`config.mk`:
```
export PLATFORM = sky130hd
export DESIGN_NAME = g01_seq
export DESIGN_NICKNAME = d
export VERILOG_FILES = /design/src/rtl/g01_pkg.sv /design/src/rtl/g01_decode.sv /design/src/rtl/g01_alu.sv /design/src/rtl/g01_seq.sv
export SDC_FILE = /design/constraint.sdc
export NUM_CORES = 1
export LEC_CHECK = 0
export ABC_AREA = 1
export BUFFER_PORTS_ARGS = -buffer_cell sky130_fd_sc_hd__clkbuf_2
export CAP_MARGIN = 20
export CORE_MARGIN = 1.5
export CORE_UTILIZATION = 60
export DETAILED_ROUTE_END_ITERATION = 7
export GPL_TIMING_DRIVEN = 1
export HOLD_SLACK_MARGIN = 0.1
export PLACE_DENSITY = 0.82
export SYNTH_ARGS = -nofsm -noshare
export SYNTH_HDL_FRONTEND = slang
export SYNTH_HIERARCHICAL = 1
export SYNTH_SLANG_ARGS = --single-unit
export TNS_END_PERCENT = 100
```
`constraint.sdc`:
```
create_clock -name clk -period 6.15 [get_ports clk]
set_input_delay 0.3075 -clock clk [delete_from_list [all_inputs] [get_ports clk]]
set_output_delay 0.3075 -clock clk [all_outputs]
set_load 0.005 [all_outputs]
```
`src/rtl/g01_pkg.sv`:
```
package g01_pkg;

    typedef enum logic [2:0] {
        OP_ORA = 3'b000,
        OP_AND = 3'b001,
        OP_EOR = 3'b010,
        OP_ADC = 3'b011,
        OP_STA = 3'b100,
        OP_LDA = 3'b101,
        OP_CMP = 3'b110,
        OP_SBC = 3'b111
    } alu_op_e;

    typedef enum logic [2:0] {
        AM_IZX = 3'b000,
        AM_ZP  = 3'b001,
        AM_IMM = 3'b010,
        AM_ABS = 3'b011,
        AM_IZY = 3'b100,
        AM_ZPX = 3'b101,
        AM_ABY = 3'b110,
        AM_ABX = 3'b111
    } amode_e;

    typedef enum logic [2:0] {
        S_FETCH,
        S_OPND,
        S_ZPIDX,
        S_ABSHI,
        S_PTRLO,
        S_PTRHI,
        S_FIXUP,
        S_DATA
    } seq_state_e;

    // bit order: n (3), v (2), z (1), c (0)
    typedef struct packed {
        logic n;
        logic v;
        logic z;
        logic c;
    } flags_t;

endpackage

```
`src/rtl/g01_decode.sv`:
```
module g01_decode
    import g01_pkg::*;
(
    input  logic [7:0] opc,
    output alu_op_e    op,
    output amode_e     mode,
    output logic       in_group,
    output logic       is_store,
    output logic       use_y
);
    always_comb begin
        op       = alu_op_e'(opc[7:5]);
        mode     = amode_e'(opc[4:2]);
        in_group = (opc[1:0] == 2'b01);
        is_store = (opc[7:5] == OP_STA);
        use_y    = (opc[4:2] == AM_ABY) || (opc[4:2] == AM_IZY);
    end
endmodule

```
`src/rtl/g01_alu.sv`:
```
module g01_alu
    import g01_pkg::*;
#(
    parameter int DW = 8
) (
    input  alu_op_e       op,
    input  logic [DW-1:0] a,
    input  logic [DW-1:0] m,
    input  logic          cin,
    output logic [DW-1:0] res,
    output logic          acc_we,
    output flags_t        fl,
    output flags_t        fl_we
);
    logic [DW:0]   sum;
    logic [DW-1:0] m_eff;
    logic          c_eff;

    always_comb begin
        m_eff = ((op == OP_SBC) || (op == OP_CMP)) ? ~m : m;
        c_eff = (op == OP_CMP) ? 1'b1 : cin;
        sum   = {1'b0, a} + {1'b0, m_eff} + {{DW{1'b0}}, c_eff};
        res    = '0;
        acc_we = 1'b0;
        fl_we  = '0;
        unique case (op)
            OP_ORA: begin res = a | m; acc_we = 1'b1; fl_we = 4'b1010; end
            OP_AND: begin res = a & m; acc_we = 1'b1; fl_we = 4'b1010; end
            OP_EOR: begin res = a ^ m; acc_we = 1'b1; fl_we = 4'b1010; end
            OP_LDA: begin res = m;     acc_we = 1'b1; fl_we = 4'b1010; end
            OP_ADC, OP_SBC: begin
                res = sum[DW-1:0]; acc_we = 1'b1; fl_we = 4'b1111;
            end
            OP_CMP: begin res = sum[DW-1:0]; fl_we = 4'b1011; end
            OP_STA: begin res = a; end
            default: begin res = '0; end
        endcase
        fl.n = res[DW-1];
        fl.v = (a[DW-1] == m_eff[DW-1]) && (sum[DW-1] != a[DW-1]);
        fl.z = (res == '0);
        fl.c = sum[DW];
    end
endmodule

```
`src/rtl/g01_seq.sv`:
```
module g01_seq
    import g01_pkg::*;
#(
    parameter int          DW       = 8,
    parameter int unsigned RESET_PC = 32'h0000_0200
) (
    input  logic              clk,
    input  logic              rst_n,
    input  logic [DW-1:0]     din,
    input  logic [DW-1:0]     x_reg,
    input  logic [DW-1:0]     y_reg,
    input  logic [DW-1:0]     acc,
    input  logic              carry_in,
    output logic [2*DW-1:0]   addr,
    output logic [DW-1:0]     dout,
    output logic              wr,
    output logic              sync,
    output logic              acc_we,
    output logic [DW-1:0]     acc_res,
    output logic [3:0]        flag_we,
    output logic [3:0]        flag_res
);
    localparam int AW = 2 * DW;

    seq_state_e    state, nstate;
    logic [AW-1:0] pc;
    logic [DW-1:0] ir;
    logic [DW-1:0] ptr;
    logic [AW-1:0] ea;

    alu_op_e op;
    amode_e  mode;
    logic    grp, st, use_y;

    g01_decode u_dec (
        .opc      (ir),
        .op       (op),
        .mode     (mode),
        .in_group (grp),
        .is_store (st),
        .use_y    (use_y)
    );

    logic [DW-1:0] idx;
    logic [DW-1:0] ptr_idx;
    logic [AW-1:0] hi_lo;
    logic [AW-1:0] zp_ptr;

    always_comb begin
        idx     = use_y ? y_reg : x_reg;
        ptr_idx = ptr + idx;
        hi_lo   = {din, ea[DW-1:0]};
        zp_ptr  = {{DW{1'b0}}, ptr};
    end

    // next-state logic
    always_comb begin
        nstate = state;
        unique case (state)
            S_FETCH: nstate = S_OPND;
            S_OPND: begin
                if (!grp) begin
                    nstate = S_FETCH;
                end else begin
                    unique case (mode)
                        AM_IMM:                 nstate = S_FETCH;
                        AM_ZP:                  nstate = S_DATA;
                        AM_ZPX, AM_IZX:         nstate = S_ZPIDX;
                        AM_ABS, AM_ABX, AM_ABY: nstate = S_ABSHI;
                        AM_IZY:                 nstate = S_PTRLO;
                        default:                nstate = S_FETCH;
                    endcase
                end
            end
            S_ZPIDX: nstate = (mode == AM_ZPX) ? S_DATA : S_PTRLO;
            S_ABSHI: nstate = ((mode != AM_ABS) && st) ? S_FIXUP : S_DATA;
            S_PTRLO: nstate = S_PTRHI;
            S_PTRHI: nstate = ((mode == AM_IZY) && st) ? S_FIXUP : S_DATA;
            S_FIXUP: nstate = S_DATA;
            S_DATA:  nstate = S_FETCH;
            default: nstate = S_FETCH;
        endcase
    end

    // state register
    always_ff @(posedge clk or negedge rst_n) begin
        if (!rst_n) state <= S_FETCH;
        else        state <= nstate;
    end

    // address and operand registers
    always_ff @(posedge clk or negedge rst_n) begin
        if (!rst_n) begin
            pc  <= AW'(RESET_PC);
            ir  <= '0;
            ptr <= '0;
            ea  <= '0;
        end else begin
            unique case (state)
                S_FETCH: begin
                    ir <= din;
                    pc <= pc + 1'b1;
                end
                S_OPND: begin
                    if (grp) begin
                        pc <= pc + 1'b1;
                        unique case (mode)
                            AM_ZP:                  ea <= {{DW{1'b0}}, din};
                            AM_ZPX, AM_IZX, AM_IZY: ptr <= din;
                            AM_ABS, AM_ABX, AM_ABY: ea[DW-1:0] <= din;
                            default: ;
                        endcase
                    end
                end
                S_ZPIDX: begin
                    if (mode == AM_ZPX) ea <= {{DW{1'b0}}, ptr_idx};
                    else                ptr <= ptr_idx;
                end
                S_ABSHI: begin
                    pc <= pc + 1'b1;
                    ea <= (mode == AM_ABS) ? hi_lo : hi_lo + {{DW{1'b0}}, idx};
                end
                S_PTRLO: begin
                    ea[DW-1:0] <= din;
                    ptr        <= ptr + 1'b1;
                end
                S_PTRHI: begin
                    ea <= (mode == AM_IZY) ? hi_lo + {{DW{1'b0}}, idx} : hi_lo;
                end
                default: ;
            endcase
        end
    end

    // outputs
    logic          exec_now;
    logic [DW-1:0] alu_res;
    logic          alu_we;
    flags_t        alu_fl, alu_fwe;

    g01_alu #(.DW(DW)) u_alu (
        .op     (op),
        .a      (acc),
        .m      (din),
        .cin    (carry_in),
        .res    (alu_res),
        .acc_we (alu_we),
        .fl     (alu_fl),
        .fl_we  (alu_fwe)
    );

    always_comb begin
        unique case (state)
            S_FETCH, S_OPND, S_ABSHI:   addr = pc;
            S_ZPIDX, S_PTRLO, S_PTRHI:  addr = zp_ptr;
            S_FIXUP, S_DATA:            addr = ea;
            default:                    addr = pc;
        endcase
        sync     = (state == S_FETCH);
        wr       = (state == S_DATA) && st;
        dout     = wr ? acc : '0;
        exec_now = grp && !st &&
                   (((state == S_OPND) && (mode == AM_IMM)) || (state == S_DATA));
        acc_we   = exec_now && alu_we;
        acc_res  = alu_res;
        flag_we  = exec_now ? alu_fwe : 4'b0000;
        flag_res = alu_fl;
    end
endmodule

```
# Word level (Yosys, flattened, before mapping)
# Memories as Yosys holds them, arrays and structs flattened.
# Cells that the tools add are included.
# totals
output_inout_bits	43
elab_cells	112
inputBits	35
mem_count	1
ff_bits	51
mem_bits_ro	24
# mem_list
name	words	width	read_ports	rd_ports_with_merged_regs	wr	line_no	text
(name not given)	8	3	1	0	0	g01_seq.sv:65	unique case (mode)
# classes
eq_ne	33
n_bitwise	4
addsub	6
reduce_logical	34
muxes	28
# op_table
cell	n
16-bit 2-to-1 mux	5
8-bit 2-to-1 mux	8
16-bit case mux with 3 select lines	1
8-bit case mux with 6 select lines	1
8-bit case mux with 5 select lines	1
3-bit equality test (second input constant)	12
16-bit case mux with 2 select lines	1
8-bit case mux with 4 select lines	1
3-bit case mux with 8 select lines	1
8-bit case mux with 3 select lines	1
3-bit by 2-bit equality test with 1-bit output (second input constant)	6
16-bit by 1-bit adder with 16-bit output (second input constant)	1
16-bit by 8-bit adder with 16-bit output	1
2-bit inequality test (second input constant)	6
4-bit case mux with 3 select lines	1
3-bit OR reduction	4
8-bit by 8-bit adder with 9-bit output	1
9-bit by 1-bit adder with 9-bit output	1
3-bit by 1-bit equality test with 1-bit output (second input constant)	3
3-bit zero test	3
8-bit by 1-bit adder with 8-bit output (second input constant)	1
8-bit adder	1
8-bit AND	1
1-bit logical AND	8
25 further kinds	35

# Depth between registers and ports, before layout
# Gate-level depths: netlist of run 1.
# logic_depth
word_depth	7
depth_mapped	18
depth_no_buf	17

# By module
# The synthesis of run 1 kept the hierarchy.
# by_module_without_submodules
module	cells_per_inst	instances	area_each_um2	seq_area_each_um2
g01_seq	661	1	4346.7	1277.5
g01_alu	224	1	1315.0	0.0
g01_decode	13	1	73.8	0.0

# Worst setup path before layout of run 1
# No wires, ideal clock.
# synth_path
kind	flip-flop to output port
from	register ir[6]
to	output port flag_res[1]
path_slack_ns	3.472
path_stages_with_launch	17
t_arrival_ns	2.371
n_path_buf	2
t_required_ns	5.843
cell_sequence	dfrtp_1 buf_4 buf_6 nand2_2 xor2_1 fa_1 inv_1 fa_1 inv_1 nand2_1 nand2_1 nand3_1 nand3_1 nand3_2 nor2_2 nand3_1 nor2_2
# synth_via
elab_chain_len	7
word_cells_on_any_way	16
cone_classes	2 x add/sub; 7 x eq/ne; 3 x mux; 4 x reduce/logical
# synth_rtl
item	line_no	text
from (decl)	g01_seq.sv:27	logic [DW-1:0] ir;
from (signal assigned)	g01_seq.sv:101	ir <= din;
3-bit equality test, on equally long branches	g01_alu.sv:20, g01_alu.sv:26, g01_alu.sv:21	
1-bit logical OR	g01_alu.sv:20	m_eff = ((op == OP_SBC) || (op == OP_CMP)) ? ~m : m;
8-bit 2-to-1 mux	g01_alu.sv:20	
8-bit by 8-bit adder with 9-bit output	g01_alu.sv:22	sum = {1'b0, a} + {1'b0, m_eff} + {{DW{1'b0}}, c_eff};
9-bit by 1-bit adder with 9-bit output	g01_alu.sv:22	
8-bit case mux with 6 select lines (*)	g01_alu.sv:26	unique case (op)
named net acc_res[4]	g01_seq.sv:19	output logic [DW-1:0] acc_res,
8-bit zero test (*)	g01_alu.sv:40	fl.z = (res == '0);
to (decl)	g01_seq.sv:21	output logic [3:0] flag_res
# Mark *: on every way through the listed nets, which the timed path passes. The rest lies on a longest branch.

# Worst setup path after layout of run 1
# layout_path
from	register ir[6]
to	output port flag_res[1]
# layout_via
elab_chain_len	7
word_cells_on_any_way	16
cone_classes	2 x add/sub; 7 x eq/ne; 3 x mux; 4 x reduce/logical
# layout_rtl
item	line_no
3-bit equality test, on equally long branches	g01_alu.sv:20, g01_alu.sv:26, g01_alu.sv:21
1-bit logical OR	g01_alu.sv:20
8-bit 2-to-1 mux	g01_alu.sv:20
8-bit by 8-bit adder with 9-bit output	g01_alu.sv:22
9-bit by 1-bit adder with 9-bit output	g01_alu.sv:22
8-bit case mux with 6 select lines (*)	g01_alu.sv:26
8-bit zero test (*)	g01_alu.sv:40
# Every way passes the cells marked *; elsewhere a longest branch is shown, timed or not.

==> results of run 1 <==
synth_stat cells (5+ instances only):
cell / number
nand2_1: 257
inv_1: 128
nand3_1: 90
nor2_1: 76
dfrtp_1: 50
o21ai_0: 43
ha_1: 40
a21oi_1: 32
xor2_1: 19
nor2_2: 17
nand4_1: 13
nor3_1: 11
nand2_2: 10
o21ai_1: 10
buf_4: 9
inv_2: 8
nand2_4: 8
nor2_4: 7
o21ai_2: 6
buf_6: 5
nand3_2: 5
or2_2: 5
worst max-delay path, cell delays in order (launching register included):
cell and delay, ps:
dfrtp_1 740, nand2_2 290, xor2_1 230, fa_1 440, inv_1 80, fa_1 400, inv_1 60, nand3_1 70
nand2_1 90, nor2_1 40, nand2_1 60, nand2_1 60, nand2_1 70, nor2_2 40, nand3_1 80, nor2_2 40
clkbuf_2 100
metrics by stage:
step                      power, mW  area, µm²
after floorplan                2.46       5740
after global placement         2.96       6130
after detailed placement       2.99       6130
after CTS                      3.21       6230
after global routing           3.57       6230
final                          3.23       6230
cell usage in the layout (no fill, tap or decap), types with 11 or more instances in the layout:
master / count
nand2_1: 257
inv_1: 128
nand3_1: 90
clkbuf_2: 77
nor2_1: 76
dfrtp_1: 50
o21ai_0: 43
ha_1: 40
a21oi_1: 32
xor2_1: 19
nor2_2: 17
nand4_1: 13
nor3_1: 11
registers in the layout, indices dropped and copies added, names as in the netlist:
signal  count
state       3
pc         16
ptr         8
ir          8
ea         16
per-layer routing:
metal	wire (µm)	vias to the layer above	share of wire, %
met4	552	0	3.5
met2	6810	213	43
met1	7190	2625	45
li1	-	2996	-
met5	0	-	0
met3	1250	36	7.9
power by group:
| part | total [mW] | switching (mW) | internal, mW |
|---|---|---|---|
| Sequential | 0.684 | 0.210 | 0.474 |
| Clock | 0.217 | 0.133 | 0.0840 |
| Combinational | 2.33 | 1.51 | 0.819 |
cells by family (layout without fill, tap and decap cells):
| group | after synthesis | count (layout) | share of synthesized area [%] |
|---|---|---|---|
| AND/OR/NAND/NOR | 508 | 508 | 40.7 |
| adder cells (fa/ha/maj) | 44 | 44 | 10.1 |
| flip-flops | 51 | 51 | 22.3 |
| XOR/XNOR | 23 | 23 | 3.51 |
| AO/OA/AOI/OAI | 111 | 111 | 11.2 |
| buffers and inverters | 161 | 226 | 12.2 |
layout make-up:
type                            instances  area [µm²]  area share (%)
Timing Repair Buffer                   78         393            6.31
Tap cell                              129         161            2.59
Clock buffer                            5        68.8            1.10
Clock inverter                          3        27.5           0.442
Multi-Input combinational cell        686        3760            60.3
Sequential cell                        51        1280            20.5
Inverter                              140         543            8.71
how the worst max path moves through the flow:
stage | slack, ps | start | depth (start not counted) | endpoint
after floorplan | 3470 | ir[6] | 16 | flag_res[1]
after global placement | 3050 | ir[7] | 16 | flag_res[1]
after detailed placement | 3010 | ir[6] | 16 | flag_res[1]
after CTS | 2630 | ir[6] | 16 | flag_res[1]
after global routing | 2380 | ir[6] | 16 | flag_res[1]
final | 2640 | ir[6] | 16 | flag_res[1]
==> flow_metrics.tcl, run 1 <==
set metrics [dict create \
    status "finished, final reports clean" \
    vias 5870 \
    fin_crit_sh_pct 57.1 \
    rsz0062_at_grt "false" \
    hold_viol 0 \
    ctsResizeCount 0 \
    grt_max_degree 52 \
    routedWlPerCell_um 14.5 \
    hold_buffers 0 \
    setup_ws_ps 2640 \
    finalNonFillerCells 1092 \
    grt_pass1_wl_um 25600 \
    dr.pass1.iters 5 \
    crit-reg2reg-launch "ir[2]" \
    synth_area_leaders "dfrtp_1, nand2_1, ha_1" \
    synth_edf_count 0 \
    synth_top_area_share_pct 21.8 \
    synthesis.area_um2 5740 \
    maxSlewViolCount 0 \
    grt_use_met2_pct 49.7 \
    tns_ps 0 \
    rrSetupSlack_ps 3080 \
    cts_buffers 5 \
    powerDensity_nw_per_um2 519 \
    yosys.cell_types.count 45 \
    globalRouteMet3Util_pct 5.13 \
    yosysWarnings 6 \
    min_period_ps 3510 \
    required_ps 5840 \
    slew_headroom_pct 56.0 \
    drive_above_1_share_pct 16.7 \
    synth-main-ff-cell "dfrtp_1" \
    clockRootBuffer "clkbuf_8" \
    portBuffers 77 \
    hpwl_um 12900 \
    placed_cells 1084 \
    coreArea_um2 9240 \
    postRouteAntennaNets 0 \
    fill_cells 881 \
    yosysSeqAreaShare_pct 22.3 \
    cp.arrival_ps 3200 \
    yosys.area.top_type "dfrtp_1" \
    clkTransAtPathRegs_ps 120 \
    rr_worst_depth 12 \
    rr_endpoint "ea[4]" \
    critPathKind "reg2out" \
    setup.worst_path.start_class "register" \
    die_height_um 101 \
    syn_inst 898 \
    fmax_mhz 285 \
    hold_path_class "in2async" \
    drt-total-wl_um 15800 \
    cts-htree-levels 2 \
    endpoint_kind "output pin" \
    antenna_found_initial 0 \
    gp_congestion 1.02 \
    drtIter0Drc 371 \
    use_met1_pct 45.1 \
    overflow 0 \
    finClkSkew_ps 18.6 \
    post_cts_buffers 0 \
    area_growth_pct 8.64 \
    clk_path_buf_depth 2 \
    initial_core_util_pct 62.1 \
    die_w_um 101 \
    fin_util_pct 67.4 \
    routed_via_density 5.38 \
    worstMarginPinSlew_ps 660 \
    ioPinCount 78 \
    num_rows 35 \
    place_ws_ps 3010 \
    tritoncts "done" \
    hold_ws_ps 74.2 \
    grt-busiest-layer "met2" \
    syn_nets 977 \
    p_leak_nw 3.43 \
    ir_worst_vdd_mv 0.291 \
    cts_sinks 51 \
    grt_pass1_vias 5224 \
    dieArea_um2 10200 \
    diodes 0 \
    track_usage_pct 32.2 \
    async_flop_share_pct 100 \
    nNetsFinal 1041 \
    synth_seq_cells 51 \
    maxCapViolCount 0 \
    drcViolationCount 0 \
    setup_viol 0 \
    worst_skew_pair.late_latency_ps 330 \
    cp_max_fo 15 \
    syn_avg_cell_area_um2 6.39 \
]
No activity file was read; power rests on OpenSTA's default activity.
==> run 2, diff against run 1 <==
ABC_AREA = 0   (was 1)
CORE_UTILIZATION = 53   (was 60)
PLACE_DENSITY = 0.77   (was 0.82)
clock period = 2.85 ns   (was 6.15 ns; I/O delays follow)
==> run 2 against run 1 <==
Against the previous run: the run now ends with negative setup slack left; combinational power is 140% higher; count of clock-buffer cells in the layout increased by 1; wire length down 5.8%; critical path depth is 3 lower; total power up 140%; global-route usage fell by 3.4 points; largest cell class unchanged.
==> flow_metrics.tcl, run 2 <==
set metrics [dict create \
    powerDensity_nw_per_um2 1250 \
    cp.arrival_ps 3000 \
    diodes 0 \
    grt_pass1_vias 4885 \
    setup.worst_path.start_class "register" \
    area_growth_pct 17.2 \
    nNetsFinal 787 \
    die_w_um 103 \
    ir_worst_vdd_mv 0.609 \
    largest_registers "ea: 16 flops, pc: 16 flops" \
    antenna_found_initial 0 \
    fmax_mhz 318 \
    synthesis.area_um2 5250 \
    ioPinCount 78 \
    crit_family "compound AO/OA/AOI/OAI gates" \
    p_leak_nw 2.80 \
    cts_buffers 5 \
    routed_via_density 6.08 \
    slew_headroom_pct 50.0 \
    portBuffers 77 \
    yosys.area.top_type "dfrtp_1" \
    grt_pass1_wl_um 23600 \
    maxSlewViolCount 0 \
    syn_inst 616 \
    yosysSeqAreaShare_pct 24.3 \
    clkTransAtPathRegs_ps 90 \
    place_ws_ps 27.5 \
    synth-main-ff-cell "dfrtp_1" \
    fin_crit_sh_pct 110 \
    cts_sinks 51 \
    synth_edf_count 0 \
    clockRootBuffer "clkbuf_8" \
    vias 5121 \
    violations "negative setup slack" \
    hold_viol 0 \
    hold_path_class "in2async" \
    synth_top_area_share_pct 23.8 \
    syn_nets 695 \
    required_ps 2710 \
    drcViolationCount 0 \
    drtIter0Drc 327 \
    setup_viol 3 \
    critPathKind "reg2out" \
    dieArea_um2 10500 \
    yosys.cell_types.count 73 \
    overflow 0 \
    slowest_delay_ps 540 \
    hold_ws_ps 226 \
    worstMarginPinSlew_ps 750 \
    yosysWarnings 6 \
    num_rows 36 \
    finClkSkew_ps 7.02 \
    maxCapViolCount 0 \
    cp_num_buf_inv 3 \
    final_common_cell "clkbuf_2" \
    status "finished with violations" \
    async_flop_share_pct 100 \
    syn_avg_cell_area_um2 8.53 \
    routedWlPerCell_um 17.7 \
    track_usage_pct 28.8 \
    clk_path_buf_depth 2 \
    coreArea_um2 9680 \
    die_height_um 103 \
    yosysMostFrequentCell "nand2_1" \
    postRouteAntennaNets 0 \
    initial_core_util_pct 54.2 \
    cts-htree-levels 2 \
    endpoint_kind "output pin" \
    drive_above_1_share_pct 28.8 \
    crit_path_cell_trace "inv_2 -> nand2_4 -> o21bai_4 -> fa_2 -> inv_2 -> fa_2 -> nor2b_2 -> o21ai_2 -> a31oi_4 -> a311oi_2 -> o21ai_1 -> nor4_2 -> buf_2" \
    cp_max_fo 2 \
    synth_seq_cells 51 \
    layout_common_cells "clkbuf_2, nand2_1, dfrtp_1, ha_1, buf_4" \
    cp_slowest_cell "fa_2" \
    hpwl_um 11500 \
    min_period_ps 3140 \
    setup_ws_ps -292 \
    grt_max_degree 41 \
    rsz0062_at_grt "true" \
    worst_skew_pair.late_latency_ps 310 \
    synth_area_leaders "dfrtp_1, ha_1, mux2_2" \
    synth.top_cells.by_count "nand2_1, dfrtp_1, a21oi_1, ha_1, nor2_1" \
    drt-total-wl_um 14900 \
    dr.pass1.iters 5 \
    tritoncts "done" \
    gp_congestion 0.996 \
    power_mw 7.72 \
]
==> run 2: changes by cell type after synthesis, sizes merged, moves of 11 or more <==
cell    previous run  this run
nand2            275        52
o21ai             59        42
nand3             96         9
inv              139        27
and2               0        19
o22ai              1        21
xnor2              4        37
nand2b             0        11
nor2             100        41
mux2               0        31
==> run 2: logic make-up (layout without fill, tap and decap cells) <==
| family | count (synthesis) | in the layout | synth area share [%] |
|---|---|---|---|
| simple gates | 193 | 193 | 19.9 |
| compound gates | 186 | 186 | 23.4 |
| buf+inv | 60 | 153 | 5.79 |
| flops | 51 | 51 | 24.3 |
| xor+xnor | 46 | 46 | 7.67 |
| fa+ha+maj | 44 | 44 | 11.1 |
| mux | 36 | 36 | 7.91 |
==> run 2: area by class of cell <==
class,instances,area (µm²)
Clock buffer,6,82.6
Clock inverter,2,35.0
Fill cell,835,3530
Inverter,27,101
Multi-Input combinational cell,505,3790
Sequential cell,51,1280
Tap cell,133,166
Timing Repair Buffer,118,696
==> run 2: routing by layer <==
| metal | global-route usage, % | part of all wire [%] | vias to the layer above |
|---|---|---|---|
| met5 | 0 | 0 | - |
| met4 | 9.69 | 2.3 | 0 |
| met3 | 2.92 | 5.1 | 30 |
| met2 | 49.6 | 50 | 178 |
| met1 | 38.0 | 43 | 2481 |
| li1 | - | - | 2432 |
==> run 2: stage by stage <==
step / instance area [µm²] / cells / utilization (%) / TNS (ps)
floorplan: 5270 / 616 / - / 0
global placement: 5880 / 829 / 60.7 / 0
detailed placement: 5880 / 829 / 60.7 / 0
CTS: 6030 / 840 / 62.3 / -199
global route: 6160 / 842 / 63.6 / -620
finish: 6160 / 842 / 63.6 / -323
==> run 2: final timing paths <==
| kind | endpoint | start | cells after the start | slack, ps |
|---|---|---|---|---|
| min in group clk | ea[14] | din[6] | 2 | 240 |
| setup / recovery | flag_res[1] | ir[5] | 13 | -290 |
| hold reg to reg | pc[15] | pc[15] | 1 | 490 |
| max in group asynchronous | ir[6] | rst_n | 3 | 1770 |
| setup reg to reg | ea[12] | ir[2] | 11 | 70 |
| hold / removal | pc[15] | rst_n | 2 | 230 |
==> run 2: power by group <==
group	switching (mW)	internal [mW]
sequential	0.484	1.03
clock	0.245	0.284
combinational	3.03	2.65
==> run 2: worst reg2reg max path, cell delays in order (launching register included) <==
cell and delay [ps]:
dfrtp_1 390, nor2b_2 140, buf_4 160, mux2_2 390
fa_1 440, a21o_1 220, a221oi_2 310, o21bai_2 160
buf_4 160, a21oi_1 110, o21ai_0 110, o211ai_1 110
==> run 2: timing repair <==
item                                   CTS  global route
endpoints found under the hold margin   11             0
hold buffers                             1             0
buffers inserted                         2             2
gates resized for setup                  3            27
gates cloned                             0             0
pin swaps                                0            11
setup endpoints to repair                4            16
